**src/rtl/dafir_pkg.sv**
```systemverilog
package dafir_pkg;

    localparam int TAPS = 8;
    localparam int GRP  = 4;
    localparam int NGRP = TAPS / GRP;
    localparam int NENT = 1 << GRP;
    localparam int XW   = 8;
    localparam int CW   = 12;
    localparam int PSW  = CW + $clog2(GRP);
    localparam int SW   = PSW + $clog2(NGRP);
    localparam int AW   = XW + CW + $clog2(TAPS);
    localparam int BIW  = $clog2(XW);

    typedef logic signed [CW-1:0]  coef_t;
    typedef coef_t [TAPS-1:0]      coef_vec_t;
    typedef logic signed [XW-1:0]  samp_t;
    typedef logic signed [PSW-1:0] psum_t;
    typedef logic signed [SW-1:0]  gsum_t;
    typedef logic signed [AW-1:0]  acc_t;
    typedef logic [BIW-1:0]        bidx_t;

    localparam bidx_t TOP_IDX = bidx_t'(XW - 1);

    // per-plane control carried alongside the datapath
    typedef struct packed {
        logic  vld;
        logic  last;
        logic  neg;
        bidx_t idx;
    } tag_t;

    localparam coef_vec_t DEFAULT_COEFS = {
        -12'sd20, 12'sd35, 12'sd290, 12'sd720,
        12'sd720, 12'sd290, 12'sd35, -12'sd20
    };

    // sum of the coefficients of group g selected by address bits
    function automatic psum_t ps_entry(coef_vec_t c, int g, logic [GRP-1:0] a);
        psum_t s;
        s = '0;
        for (int k = 0; k < GRP; k++) begin
            if (a[k]) s = psum_t'(s + psum_t'(c[g*GRP + k]));
        end
        return s;
    endfunction

endpackage

```
**src/rtl/dafir_tapline.sv**
```systemverilog
module dafir_tapline
    import dafir_pkg::*;
(
    input  logic            clk,
    input  logic            rst,
    input  logic            load,
    input  samp_t           din,
    input  bidx_t           idx,
    output logic [TAPS-1:0] plane
);

    samp_t [TAPS-1:0] taps;

    always_ff @(posedge clk) begin
        if (rst) begin
            taps <= '0;
        end else if (load) begin
            taps[0] <= din;
            for (int k = 1; k < TAPS; k++) taps[k] <= taps[k-1];
        end
    end

    always_comb begin
        for (int k = 0; k < TAPS; k++) plane[k] = taps[k][idx];
    end

    // newest tap receives the accepted sample
    assert_shift_in_R2: assert property (@(posedge clk) disable iff (rst)
        load |=> taps[0] == $past(din));

    // without a load the delay line never moves
    assert_hold_idle_R4: assert property (@(posedge clk) disable iff (rst)
        !load |=> $stable(taps));

endmodule

```
**src/rtl/dafir_ptable.sv**
```systemverilog
module dafir_ptable
    import dafir_pkg::*;
#(
    parameter coef_vec_t COEFS = DEFAULT_COEFS,
    parameter int        GIDX  = 0
)(
    input  logic           clk,
    input  logic           rst,
    input  logic [GRP-1:0] addr,
    output psum_t          ps
);

    psum_t rom [NENT];

    for (genvar a = 0; a < NENT; a++) begin : g_ent
        localparam psum_t ENTRY = ps_entry(COEFS, GIDX, GRP'(a));
        assign rom[a] = ENTRY;
    end

    always_ff @(posedge clk) begin
        if (rst) ps <= '0;
        else     ps <= rom[addr];
    end

endmodule

```
**src/rtl/dafir_accum.sv**
```systemverilog
module dafir_accum
    import dafir_pkg::*;
(
    input  logic              clk,
    input  logic              rst,
    input  psum_t [NGRP-1:0]  ps_vec,
    input  tag_t              tag_in,
    output logic              last_step,
    output logic              y_vld,
    output acc_t              y_data
);

    gsum_t sum_c, sum_q;
    tag_t  tag2;
    acc_t  acc_q, acc_base, acc_term, acc_next;

    always_comb begin
        sum_c = '0;
        for (int g = 0; g < NGRP; g++) sum_c = gsum_t'(sum_c + gsum_t'($signed(ps_vec[g])));
    end

    // stage 2: add the two half-plane sums
    always_ff @(posedge clk) begin
        if (rst) begin
            sum_q <= '0;
            tag2  <= '0;
        end else begin
            sum_q <= sum_c;
            tag2  <= tag_in;
        end
    end

    always_comb begin
        acc_term = acc_t'(sum_q) <<< tag2.idx;
        if (tag2.neg) acc_term = -acc_term;
        acc_base = (tag2.idx == '0) ? '0 : acc_q;
        acc_next = acc_base + acc_term;
    end

    assign last_step = tag2.vld && tag2.last;

    // stage 3: weighted accumulate and result register
    always_ff @(posedge clk) begin
        if (rst) begin
            acc_q  <= '0;
            y_vld  <= 1'b0;
            y_data <= '0;
        end else begin
            y_vld <= last_step;
            if (tag2.vld) acc_q <= acc_next;
            if (last_step) y_data <= acc_next;
        end
    end

    // bit planes reach the accumulator in consecutive order
    assert_plane_order_R2: assert property (@(posedge clk) disable iff (rst)
        (tag2.vld && tag2.idx != '0) |-> ($past(tag2.vld) && $past(tag2.idx) == tag2.idx - 1'b1));

    // the accumulate step never wraps
    assert_no_overflow_R6: assert property (@(posedge clk) disable iff (rst)
        (tag2.vld && acc_base[AW-1] == acc_term[AW-1]) |-> acc_next[AW-1] == acc_base[AW-1]);

    // result strobe lasts one cycle
    assert_single_pulse_R3: assert property (@(posedge clk) disable iff (rst)
        y_vld |=> !y_vld);

endmodule

```
**src/rtl/dafir_filter.sv**
```systemverilog
module dafir_filter
    import dafir_pkg::*;
#(
    parameter coef_vec_t COEFS = DEFAULT_COEFS
)(
    input  logic          clk,
    input  logic          rst,
    input  logic          in_valid,
    input  logic [XW-1:0] in_data,
    output logic          out_valid,
    output logic [AW-1:0] out_data
);

    logic             busy, issuing, accept, last_step;
    bidx_t            bidx_q;
    logic [TAPS-1:0]  plane;
    psum_t [NGRP-1:0] ps_vec;
    tag_t             issue_tag, tag1;
    acc_t             y_data;

    assign accept = in_valid && !busy;

    always_ff @(posedge clk) begin
        if (rst) begin
            busy    <= 1'b0;
            issuing <= 1'b0;
            bidx_q  <= '0;
        end else if (accept) begin
            busy    <= 1'b1;
            issuing <= 1'b1;
            bidx_q  <= '0;
        end else begin
            if (issuing) begin
                if (bidx_q == TOP_IDX) issuing <= 1'b0;
                else                   bidx_q  <= bidx_q + 1'b1;
            end
            if (last_step) busy <= 1'b0;
        end
    end

    dafir_tapline u_taps (
        .clk   (clk),
        .rst   (rst),
        .load  (accept),
        .din   (samp_t'(in_data)),
        .idx   (bidx_q),
        .plane (plane)
    );

    for (genvar g = 0; g < NGRP; g++) begin : g_tbl
        dafir_ptable #(.COEFS(COEFS), .GIDX(g)) u_tbl (
            .clk  (clk),
            .rst  (rst),
            .addr (plane[g*GRP +: GRP]),
            .ps   (ps_vec[g])
        );
    end

    always_comb begin
        issue_tag.vld  = issuing;
        issue_tag.last = (bidx_q == TOP_IDX);
        issue_tag.neg  = (bidx_q == TOP_IDX);
        issue_tag.idx  = bidx_q;
    end

    // stage 1 control, aligned with the table registers
    always_ff @(posedge clk) begin
        if (rst) tag1 <= '0;
        else     tag1 <= issue_tag;
    end

    dafir_accum u_acc (
        .clk       (clk),
        .rst       (rst),
        .ps_vec    (ps_vec),
        .tag_in    (tag1),
        .last_step (last_step),
        .y_vld     (out_valid),
        .y_data    (y_data)
    );

    assign out_data = y_data;

    // a result is presented only once the filter is idle again
    assert_out_idle_R3: assert property (@(posedge clk) disable iff (rst)
        out_valid |-> !busy);

    // bit planes are issued only inside a busy window
    assert_issue_busy_R4: assert property (@(posedge clk) disable iff (rst)
        issuing |-> busy);

endmodule

```
**config.mk**
```make
export PLATFORM = sky130hd
export DESIGN_NAME = dafir_filter
export DESIGN_NICKNAME = d
export VERILOG_FILES = /design/src/rtl/dafir_pkg.sv /design/src/rtl/dafir_tapline.sv /design/src/rtl/dafir_ptable.sv /design/src/rtl/dafir_accum.sv /design/src/rtl/dafir_filter.sv
export SDC_FILE = /design/constraint.sdc
export NUM_CORES = 1
export LEC_CHECK = 0
export BUFFER_PORTS_ARGS = -buffer_cell sky130_fd_sc_hd__buf_2
export CAP_MARGIN = 20
export CORE_MARGIN = 2
export CORE_UTILIZATION = 33
export DETAILED_ROUTE_END_ITERATION = 8
export MAX_ROUTING_LAYER = met4
export PLACE_DENSITY = 0.6
export SYNTH_ARGS = -nofsm -noshare
export SYNTH_HDL_FRONTEND = slang
export SYNTH_SLANG_ARGS = --single-unit
export TNS_END_PERCENT = 50
```
**constraint.sdc**
```tcl
create_clock -name clk -period 4.73 [get_ports clk]
set_clock_uncertainty 0.15 [all_clocks]
set_input_delay 0.2365 -clock clk [delete_from_list [all_inputs] [get_ports clk]]
set_output_delay 0.2365 -clock clk [all_outputs]
set_load 0.005 [all_outputs]
```
* Word level (Yosys, flattened, before mapping)
Memories as Yosys holds them, arrays and structs flattened. A register that Yosys moved wholly into a read port is not among the register bits. Index checks and enable logic that the tools add are counted.
Storage, ports and cells: register bits after elaboration 141, ROM bits 448, input bits 11, memories 2
Operators by class: add/subtract/negate cells 4, $lt $le $gt $ge 1, equal/unequal tests 1, shifts and indexed selects 1, muxes and demuxes 23, bitwise operators 3, reductions and logical operators 7
Memory list:
- (name not given) | words 16, bits a word 14, rd ports 1, clocked after memory_dff 1, write ports 0, line dafir_ptable.sv:22 | else ps <= rom[addr];
- (name not given) | words 16, bits a word 14, rd ports 1, clocked after memory_dff 1, write ports 0, line dafir_ptable.sv:22
Operators by type and width (number):
- $mux W23 | 2
- $bmux W1 S3 | 8
- $add A23 B23 Y23 | 1
- $neg A23 Y23 | 1
- $sshl A15 B3 Y23 | 1
- $add A14 B14 Y15 | 1
- $mux W1 | 13
- $not A4 Y5 | 2
- $lt A3 B4 Y1 const B | 1
- $add A3 B1 Y3 const B | 1
- $eq A3 B3 Y1 const B | 1
- $logic_not A3 Y1 | 1
- $logic_and A1 B1 Y1 | 2
- $reduce_and A2 Y1 | 1
- $reduce_bool A2 Y1 | 1
- $reduce_or A2 Y1 | 1
- $logic_not A1 Y1 | 1
- $not A1 Y1 | 1

* Logic depth before layout (Yosys ltp)
Gate-level depths: netlist of run 1.
depth after elaboration 4, gate-level depth with buffers 20, depth with buffers taken out 18

* Hierarchy
A second synthesis of run 1 with hierarchy kept.
Second synthesis, totals: cells, all modules 1062, area, all modules 9774.4 µm²
Modules (own cells, without submodules):
- dafir_accum | times used 1, cells each 688, area an instance 5570.3 µm², sequential area each 1361.3 µm²
- dafir_tapline | times used 1, cells each 235, area an instance 2773.9 µm², sequential area each 1281.2 µm²
- dafir_ptable (g_tbl[1].u_tbl) | times used 1, cells each 56, area an instance 548.0 µm², sequential area each 220.2 µm²
- dafir_ptable (g_tbl[0].u_tbl) | times used 1, cells each 53, area an instance 525.5 µm², sequential area each 220.2 µm²
- dafir_filter | times used 1, cells each 30, area an instance 356.6 µm², sequential area each 200.2 µm²

* Least setup slack after synthesis of run 1
Ideal clock, no wire load.
path type register -> register, start reg u_acc.tag2[1] in the netlist's numbering, end reg u_acc.acc_q[19], arrival time 4113 ps, data required time 4453 ps, slack 340 ps, cell stages (with the launch flop) 21, path buffers 4, period minus slack after synthesis 4390 ps, cells stage by stage dfxtp_1 -> buf_2 -> buf_1 -> buf_2 -> buf_1 -> or3_1 -> ha_1 -> inv_1 -> a21oi_1 -> nand2b_1 -> o21ai_0 -> xnor2_1 -> ha_1 -> and4_1 -> nand2_1 -> a2bb2oi_1 -> o21ai_0 -> o221ai_1 -> o21ai_0 -> and4b_1 -> or3_1
Between the ends: word-level cells in the longest chain between the ends 4, elaborated cells between the ends (all ways) 6, those cells by class 2 x add/sub; 1 x shift; 2 x mux; 1 x reduce/logical
RTL lines:
- start, declared | line dafir_accum.sv:14 | tag_t tag2;
- start signal, assigned | line dafir_accum.sv:29 | tag2 <= tag_in;
- $sshl A15 B3 Y23 | line dafir_accum.sv:34 | acc_term = acc_t'(sum_q) <<< tag2.idx;
- $neg A23 Y23 | line dafir_accum.sv:35 | if (tag2.neg) acc_term = -acc_term;
- $mux W23 | line dafir_accum.sv:35
- $add A23 B23 Y23 * | line dafir_accum.sv:37 | acc_next = acc_base + acc_term;
- end signal, assigned | line dafir_accum.sv:50 | if (tag2.vld) acc_q <= acc_next;
- end, declared | line dafir_accum.sv:15 | acc_t acc_q, acc_base, acc_term, acc_next;
Mark *: on every way between the ends. The rest lies on a longest branch, timed or not. A chain may end at the register's enable or synchronous reset.

* Worst setup path after layout of run 1
start reg u_acc.tag2[0] in the netlist's numbering, end reg u_acc.acc_q[22]
The elaborated chain is that of the path after synthesis.

==> results of run 1 <==
## metal layers
layer / GRT usage [%] / up-vias
met5: - / -
met4: 4.092 / 0
met3: 2.380 / 18
met2: 24.83 / 119
met1: 19.92 / 3621
li1: - / 3967
## cell type report
cell class,count,area (µm²)
Clock buffer,17,425.4
Clock inverter,15,198.9
Fill cell,2860,17120
Inverter,29,108.9
Multi-Input combinational cell,873,5707
Sequential cell,163,3268
Tap cell,378,473.0
Timing Repair Buffer,68,480.5
## synthesized netlist by cell type, types with 8 or more instances
| cell type | count | area, µm² |
|---|---|---|
| nor2_1 | 68 | 255.2 |
| nand3b_1 | 10 | 75.07 |
| buf_1 | 13 | 48.80 |
| xnor2_1 | 31 | 271.5 |
| nor2b_1 | 26 | 162.7 |
| o21ai_0 | 39 | 195.2 |
| nand2_1 | 225 | 844.6 |
| inv_1 | 28 | 105.1 |
| mux4_2 | 22 | 495.5 |
| nand2b_1 | 18 | 112.6 |
| xor2_1 | 11 | 96.34 |
| a21o_1 | 16 | 120.1 |
| a21oi_1 | 129 | 645.6 |
| and2_1 | 27 | 168.9 |
| a211oi_1 | 10 | 75.07 |
| clkbuf_1 | 47 | 176.4 |
| nand3_1 | 8 | 40.04 |
| nor3_1 | 27 | 135.1 |
| mux2i_1 | 40 | 400.4 |
| a31oi_1 | 10 | 62.56 |
| ha_1 | 53 | 663.1 |
| dfxtp_1 | 163 | 3263 |
## state kept, by name, indices dropped and copies added, names as in the netlist
| name | cells |
|---|---|
| u_taps.taps | 64 |
| u_acc.acc_q | 23 |
| u_acc.y_data | 23 |
| g_tbl.u_tbl.ps | 22 |
| u_acc.sum_q | 15 |
| tag1 | 5 |
| u_acc.tag2 | 5 |
| bidx_q | 3 |
| busy | 1 |
| issuing | 1 |
| u_acc.y_vld | 1 |
## worst max-delay path: cells and delay by family, from the launching register on
family,cells,cell delay [ns]
xor+xnor,1,0.20
fa+ha+maj,1,0.37
compound gates,8,1.31
simple gates,6,1.68
flops,1,0.40
buf+inv,1,0.19
## through the flow
| stage | area, µm² | hold WS, ns | utilization (%) | total power, mW |
|---|---|---|---|---|
| 6_report | 10660 | 0.2810 | 38.38 | 3.073 |
| 5_1_grt | 10660 | 0.3075 | 38.38 | 3.194 |
| 4_1_cts | 10610 | 0.2880 | 38.17 | 3.115 |
| 3_5_place_dp | 9901 | 0.2718 | 35.64 | 1.658 |
| 3_3_place_gp | 9901 | 0.2886 | 35.64 | 1.656 |
| 2_1_floorplan | 9335 | 0.2225 | - | 1.602 |
## logic make-up (layout without fill, tap and decap cells)
family / count (synthesis) / after routing / share of synthesized area, %
AND/OR/NAND/NOR: 450 / 450 / 22.66
AO/OA/AOI/OAI: 259 / 259 / 16.43
flip-flops: 163 / 163 / 34.96
buffers and inverters: 97 / 129 / 4.276
multiplexers: 67 / 67 / 10.20
adder cells (fa/ha/maj): 55 / 55 / 7.533
XOR/XNOR: 42 / 42 / 3.940
## how the worst min path moves through the flow
stage / cells after the start / slack, ns / to / startpoint
finish: 2 / 0.28 / u_acc.acc_q[13] / rst
global route: 1 / 0.31 / u_acc.tag2[0] / tag1[0]
CTS: 1 / 0.29 / u_acc.tag2[0] / tag1[0]
detailed placement: 1 / 0.27 / u_acc.tag2[0] / tag1[0]
global placement: 1 / 0.29 / u_acc.tag2[5] / tag1[5]
floorplan: 2 / 0.22 / u_taps.taps[0] / in_data[0]
## power breakdown
group / switching, mW / internal [mW] / total (mW)
clock: 0.713 / 0.726 / 1.44
sequential: 0.0171 / 1.39 / 1.41
combinational: 0.139 / 0.0886 / 0.227
## timing repair
item	CTS	global route
hold endpoints to repair	8	0
endpoints found under the setup margin	0	12
buffers inserted	0	0
gates resized for setup	0	8
hold buffers	8	0
==> metrics.md, run 1 <==
| Metric | Value |
|---|---|
| Worst Tran Pin Value | `1.022 ns` |
| Total GRT Usage | `15.30%` |
| Worst r2r src | `u_acc.tag2[0]` |
| CP Cell Sequence | `buf_4, a21oi_1, nor4b_1, or4_1, nand3_1, a21o_1, o21ai_0, xor2_1, ha_1, and3_1, and3_1, a22oi_1, a31oi_1, a41oi_2, nor4bb_1, o21ai_0, o311ai_0` |
| Port-buffer cells | `34` |
| CTS root buf | `clkbuf_16` |
| CTS tree | `built` |
| Layout cell share with drive strength beyond 1 | `12.02%` |
| DR iter-0 viols | `539` |
| RePlAce Congestion | `0.9024` |
| Htree depth | `4` |
| Final Net Count | `1218` |
| Worst R2R Setup Slack | `0.34 ns` |
| Post-DP HPWL | `14720 µm` |
| Vias in the first global route | `7319` |
| Synth Instances | `1133` |
| Metal1 wirelength | `10450 µm` |
| Most frequent cells in the layout | `225 x nand2_1, 161 x dfxtp_1, 129 x a21oi_1` |
| Final WS setup | `0.3351 ns` |
| Post-Place Worst Slack | `0.05796 ns` |
| Routed WL | `21240 µm` |
| CP Launch Type | `register` |
| Final period util | `92.92%` |
| GR Overflow Total | `0` |
| Row cnt | `61` |
| Clk Latency, worst-skew pair | `0.44 ns` |
| # IOs | `35` |
| PwrDens | `288.2 nW/µm²` |
| Die width | `172.2 µm` |
| DR WL/cell | `13.77 µm` |
| R2r endpoint | `u_acc.acc_q[22]` |
| Met3 wire length | `591 µm` |
| CTS max path bufs | `2` |
| Async SR Flop Fraction | `0%` |
| RSZ-0062 raised after global routing | `false` |
| Ys Warns | `0` |
| Fin. Hold Viols | `0` |
| CP Class | `reg -> reg` |
| Most used DFF post-synth | `dfxtp_1` |
| Top Metal Used | `met4` |
| Fmax | `227.5 MHz` |
| First-pass iteration count of the detailed router | `5` |
| Post-synth EDFFs | `0` |
| Post-layout minimum cycle time | `4.395 ns` |
| Worst r2r path cells | `17` |
| Worst path required time | `4.90 ns` |
| Hold crit path type | `in -> reg` |
| Crit-path slowest cell | `or4_1` |
| Clock sinks | `163` |
| Post-route ant nets | `0` |
| Final setup TNS | `0 ns` |
| Layout overhead on the synthesized area | `14.21%` |
| Worst-path clk slew | `0.08 ns` |
| Setup crit start | `u_acc.tag2[0]` |
| Max-cap viol count | `0` |
| ANT cells | `0` |
| Crit path to | `u_acc.acc_q[22]` |
| FF+latch count, synth | `163` |
| Mapped cell area | `9335 µm²` |
| Initial antenna violation count | `0` |
| Headroom to the max-slew limit | `31.83%` |
| DR vias | `7725` |
| Mapped Avg Cell Area | `8.239 µm²` |
| Fin cells | `1543` |
| Wire length on met2 | `9923 µm` |
| Final setup fails | `0` |
| Syn Nets | `1199` |
| Crit path max fanout | `10` |
| Largest net degree at the start of global routing | `106` |
| Die ar. | `29650 µm²` |
| Commonest non-fill, non-tap cell in the layout | `nand2_1` |
| Slew Limit Fails | `0` |
| Total CTS buffers | `17` |
| Outcome | `completed` |
| Sequential area share after synthesis | `34.96%` |
| Vias per cell | `5.006` |
| CP Capture Type | `register` |
| Die height | `172.2 µm` |
| Pleak | `4.191 nW` |
| CP peak stage delay | `0.60 ns` |
| DRC Markers | `0` |
| Initial core utilization | `33.60%` |
| Synth cell types | `65` |
| Core region area | `27780 µm²` |
| Placed Cells | `1502` |
| Critical path arrival | `4.56 ns` |
| VDD IR max | `0.1928 mV` |
| First-pass GRT wire length | `35890 µm` |
(Power assumes the default switching activity.)
==> run 2: changes to the inputs <==
Settings changed: CORE_UTILIZATION 33 to 57, PLACE_DENSITY 0.6 to 0.87, SYNTH_HIERARCHICAL set to 1, TNS_END_PERCENT 50 to 5.
==> metrics.md, run 2 <==
| Metric | Value |
|---|---|
| Switch share | `27.16% (-1.1 points)` |
| GR Overflow Total | `0 (unchanged)` |
| Pleak | `4.469 nW (+6.6%)` |
| Slew Limit Fails | `0 (unchanged)` |
| Initial core utilization | `58.53% (+25 points)` |
| Most frequent cells in the layout | `162 x dfxtp_1, 139 x nor2_1, 90 x mux2i_1` |
| CTS max path bufs | `2 (unchanged)` |
| Multi-input logic area | `6107 µm² (+7.0%)` |
| Seq pwr share | `46.4% (+0.6 points)` |
| Critical path arrival | `4.74 ns (+0.18 ns)` |
| Total CTS buffers | `17 (unchanged)` |
| Top cells by count, synth | `164 x dfxtp_1, 140 x nor2_1, 91 x mux2i_1` |
| Final setup fails | `0 (unchanged)` |
| Final period util | `96.21% (+3.3 points)` |
| Worst-path clk slew | `0.08 ns (about the same)` |
| Port-buffer cells | `34 (unchanged)` |
| Hold_ws | `0.06071 ns (-0.2203 ns)` |
| Synth area leaders | `dfxtp_1 34%, mux2i_1 9.3%, ha_1 8.1%, nor2_1 5.4%, mux4_1 4.0%` |
| Psw | `0.8295 mW (-4.5%)` |
| ANT cells | `0 (unchanged)` |
| Hold crit path type | `in -> reg` |
| Crit path max fanout | `21 (+11)` |
| Outcome | `completed` |
| CTS root buf | `clkbuf_16` |
| CP Capture Type | `register` |
| Post-route ant nets | `0 (unchanged)` |
| Layout cell share with drive strength beyond 1 | `12.13% (+0.12 points)` |
| Synth cell types | `80 (+23%)` |
| Combinational Power Share | `7.7% (+0.3 points)` |
| Post-synth EDFFs | `0 (unchanged)` |
| DRC Markers | `0 (unchanged)` |
| Max-cap viol count | `0 (unchanged)` |
| Total power | `3.054 mW (-0.61%)` |
| Sequential area share after synthesis | `33.59% (-1.4 points)` |
| Clk Latency, worst-skew pair | `0.44 ns (about the same)` |
| Biggest regs | `u_taps/taps x64, u_acc/acc_q x23, u_acc/y_data x23` |
| # IOs | `35 (unchanged)` |
| RePlAce Congestion | `0.9818 (+8.8%)` |
| PwrDens | `282.7 nW/µm² (-1.9%)` |
| FF+latch count, synth | `164 (+0.61%)` |
| Max FFs per register | `64 (unchanged)` |
| Core region area | `16700 µm² (-40%)` |
| Final Net Count | `1151 (-5.5%)` |
| Top reg by flops | `u_taps/taps` |
| Syn Nets | `1138 (-5.1%)` |
| CTS tree | `built` |
| Post-DP HPWL | `14420 µm (-2.0%)` |
| First-pass GRT wire length | `35550 µm (-0.96%)` |
| Vias per cell | `5.941 (+19%)` |
| Ys Warns | `6 (+6)` |
| Total GRT Usage | `24.66% (+9.4 points)` |
| Fmax | `219.8 MHz (-3.4%)` |
| Most used DFF post-synth | `dfxtp_1` |
| Worst Tran Pin Value | `1.083 ns (+0.06097 ns)` |
| Routed WL | `21540 µm (+1.4%)` |
| Die width | `135.0 µm (-22%)` |
| Share of the synthesized area in the top cell type | `33.59% (-1.4 points)` |
| Die height | `135.0 µm (-22%)` |
| Clock sinks | `164 (+0.61%)` |
| Clock share of power | `45.9% (-0.9 points)` |
| Die ar. | `18210 µm² (-39%)` |
| Largest area contributor in the netlist | `dfxtp_1` |
| Layout fillers | `1309 (-54%)` |
| DR WL/cell | `16.47 µm (+20%)` |
| DR iter-0 viols | `613 (+14%)` |
| DR vias | `7771 (+0.60%)` |
| Synth Instances | `1062 (-6.3%)` |
| Register area | `3286 µm² (+0.54%)` |
| Worst path required time | `4.92 ns (+0.02 ns)` |
| Largest net degree at the start of global routing | `77 (-27%)` |
| VDD IR max | `0.2821 mV (+46%)` |
| Commonest non-fill, non-tap cell in the layout | `dfxtp_1` |
| Layout overhead on the synthesized area | `10.52%` |
| Row cnt | `47 (-23%)` |
| Fin. Hold Viols | `0 (unchanged)` |
| Htree depth | `4 (unchanged)` |
| Mapped cell area | `9774 µm² (+4.7%)` |
| Initial antenna violation count | `0 (unchanged)` |
| CP Launch Type | `register` |
| Headroom to the max-slew limit | `27.77% (-4.1 points)` |
| CP Class | `reg -> reg` |
| Vias in the first global route | `7498 (+2.4%)` |
| Internal power | `2.225 mW (+0.94%)` |
| Async SR Flop Fraction | `0% (unchanged)` |
| Mapped Avg Cell Area | `9.204 µm² (+12%)` |
| Top-count cell post-synth | `dfxtp_1` |
| Post-layout minimum cycle time | `4.551 ns (+0.1557 ns)` |
| First-pass iteration count of the detailed router | `5 (unchanged)` |
run 2: cell types whose count changed in the layout (fill, tap and decap cells not counted), moves of 9 or more:
cell | before | now
a21oi_1 | 129 | 63
nor2_1 | 68 | 139
o21ai_0 | 39 | 20
nand2_1 | 225 | 73
buf_4 | 25 | 15
mux4_2 | 22 | 13
mux2i_1 | 39 | 90
nor2b_1 | 25 | 48
mux4_1 | 0 | 15
and2_1 | 27 | 3
o21ai_1 | 1 | 10
ha_1 | 53 | 63
nand3_1 | 8 | 18
run 2: worst max-delay path, cell delays in order, from the launching register on:
cell      delay (ns)
dfxtp_2         0.40
buf_12          0.19
mux4_2          0.58
nand2_1         0.10
o211ai_1        0.18
a211o_1         0.33
o21ai_1         0.18
xnor2_1         0.10
ha_1            0.39
and3_1          0.21
nand3_1         0.08
or3_1           0.37
a21oi_2         0.28
nor4_1          0.08
o31a_1          0.28
or4b_1          0.47
o311ai_1        0.09
run 2: power by group through the flow:
stage	Combinational [mW]	Sequential [mW]	Clock [mW]
floorplan	0.185	1.44	0
finish	0.236	1.42	1.40
CTS	0.227	1.42	1.42
detailed placement	0.219	1.45	0
global route	0.256	1.42	1.48
global placement	0.214	1.45	0
run 2: logic make-up after synthesis:
family	Yosys count	synth area share [%]
buffers and inverters	89	4.442
xor gates and xnor gates	44	3.943
adders and majority gates	65	8.474
and+or+nand+nor	369	18.10
muxes	134	18.07
AOI/OAI and AO/OA	197	13.38
DFF	164	33.59
run 2: worst paths after layout:
kind | cells after the start | from | slack, ns | endpoint
setup / recovery | 16 | u_acc/tag2[0] | 0.18 | u_acc/acc_q[20]
hold / removal | 2 | rst | 0.06 | u_taps/taps[7]
setup reg to reg | 16 | u_acc/tag2[0] | 0.18 | u_acc/acc_q[20]
hold reg to reg | 1 | tag1[1] | 0.29 | u_acc/tag2[1]
run 2: cell type report:
| class | instances | area share (%) |
|---|---|---|
| Multi-Input combinational cell | 809 | 56.53 |
| Sequential cell | 164 | 30.41 |
| Clock inverter | 15 | 1.842 |
| Inverter | 23 | 0.7992 |
| Clock buffer | 17 | 3.938 |
| Tap cell | 220 | 2.548 |
| Timing Repair Buffer | 60 | 3.926 |
run 2: what timing repair did:
action	4_1_cts	5_1_grt
gates resized for setup	0	11
endpoints found under the setup margin	0	8
hold endpoints to repair	9	0
setup buffers	0	1
hold buffers	9	0
run 2: per-stage QoR:
stage	setup WS (ns)	utilization, %	area (µm²)	setup TNS [ns]	cells
global placement	0.2566	59.93	10010	0	1265
CTS	0.07232	64.21	10720	0	1306
finish	0.1794	64.68	10800	0	1308
detailed placement	0.1238	59.93	10010	0	1265
floorplan	0.1902	-	9774	0	1062
global route	-0.05167	64.68	10800	-0.1247	1308
run 2: routing by layer:
metal / GRT usage [%] / up-vias / wire length [µm]
met1: 29.52 / 3727 / 9354
met3: 4.317 / 34 / 910
met2: 42.58 / 194 / 10940
met5: - / - / 0
li1: - / 3816 / -
met4: 7.407 / 0 / 334
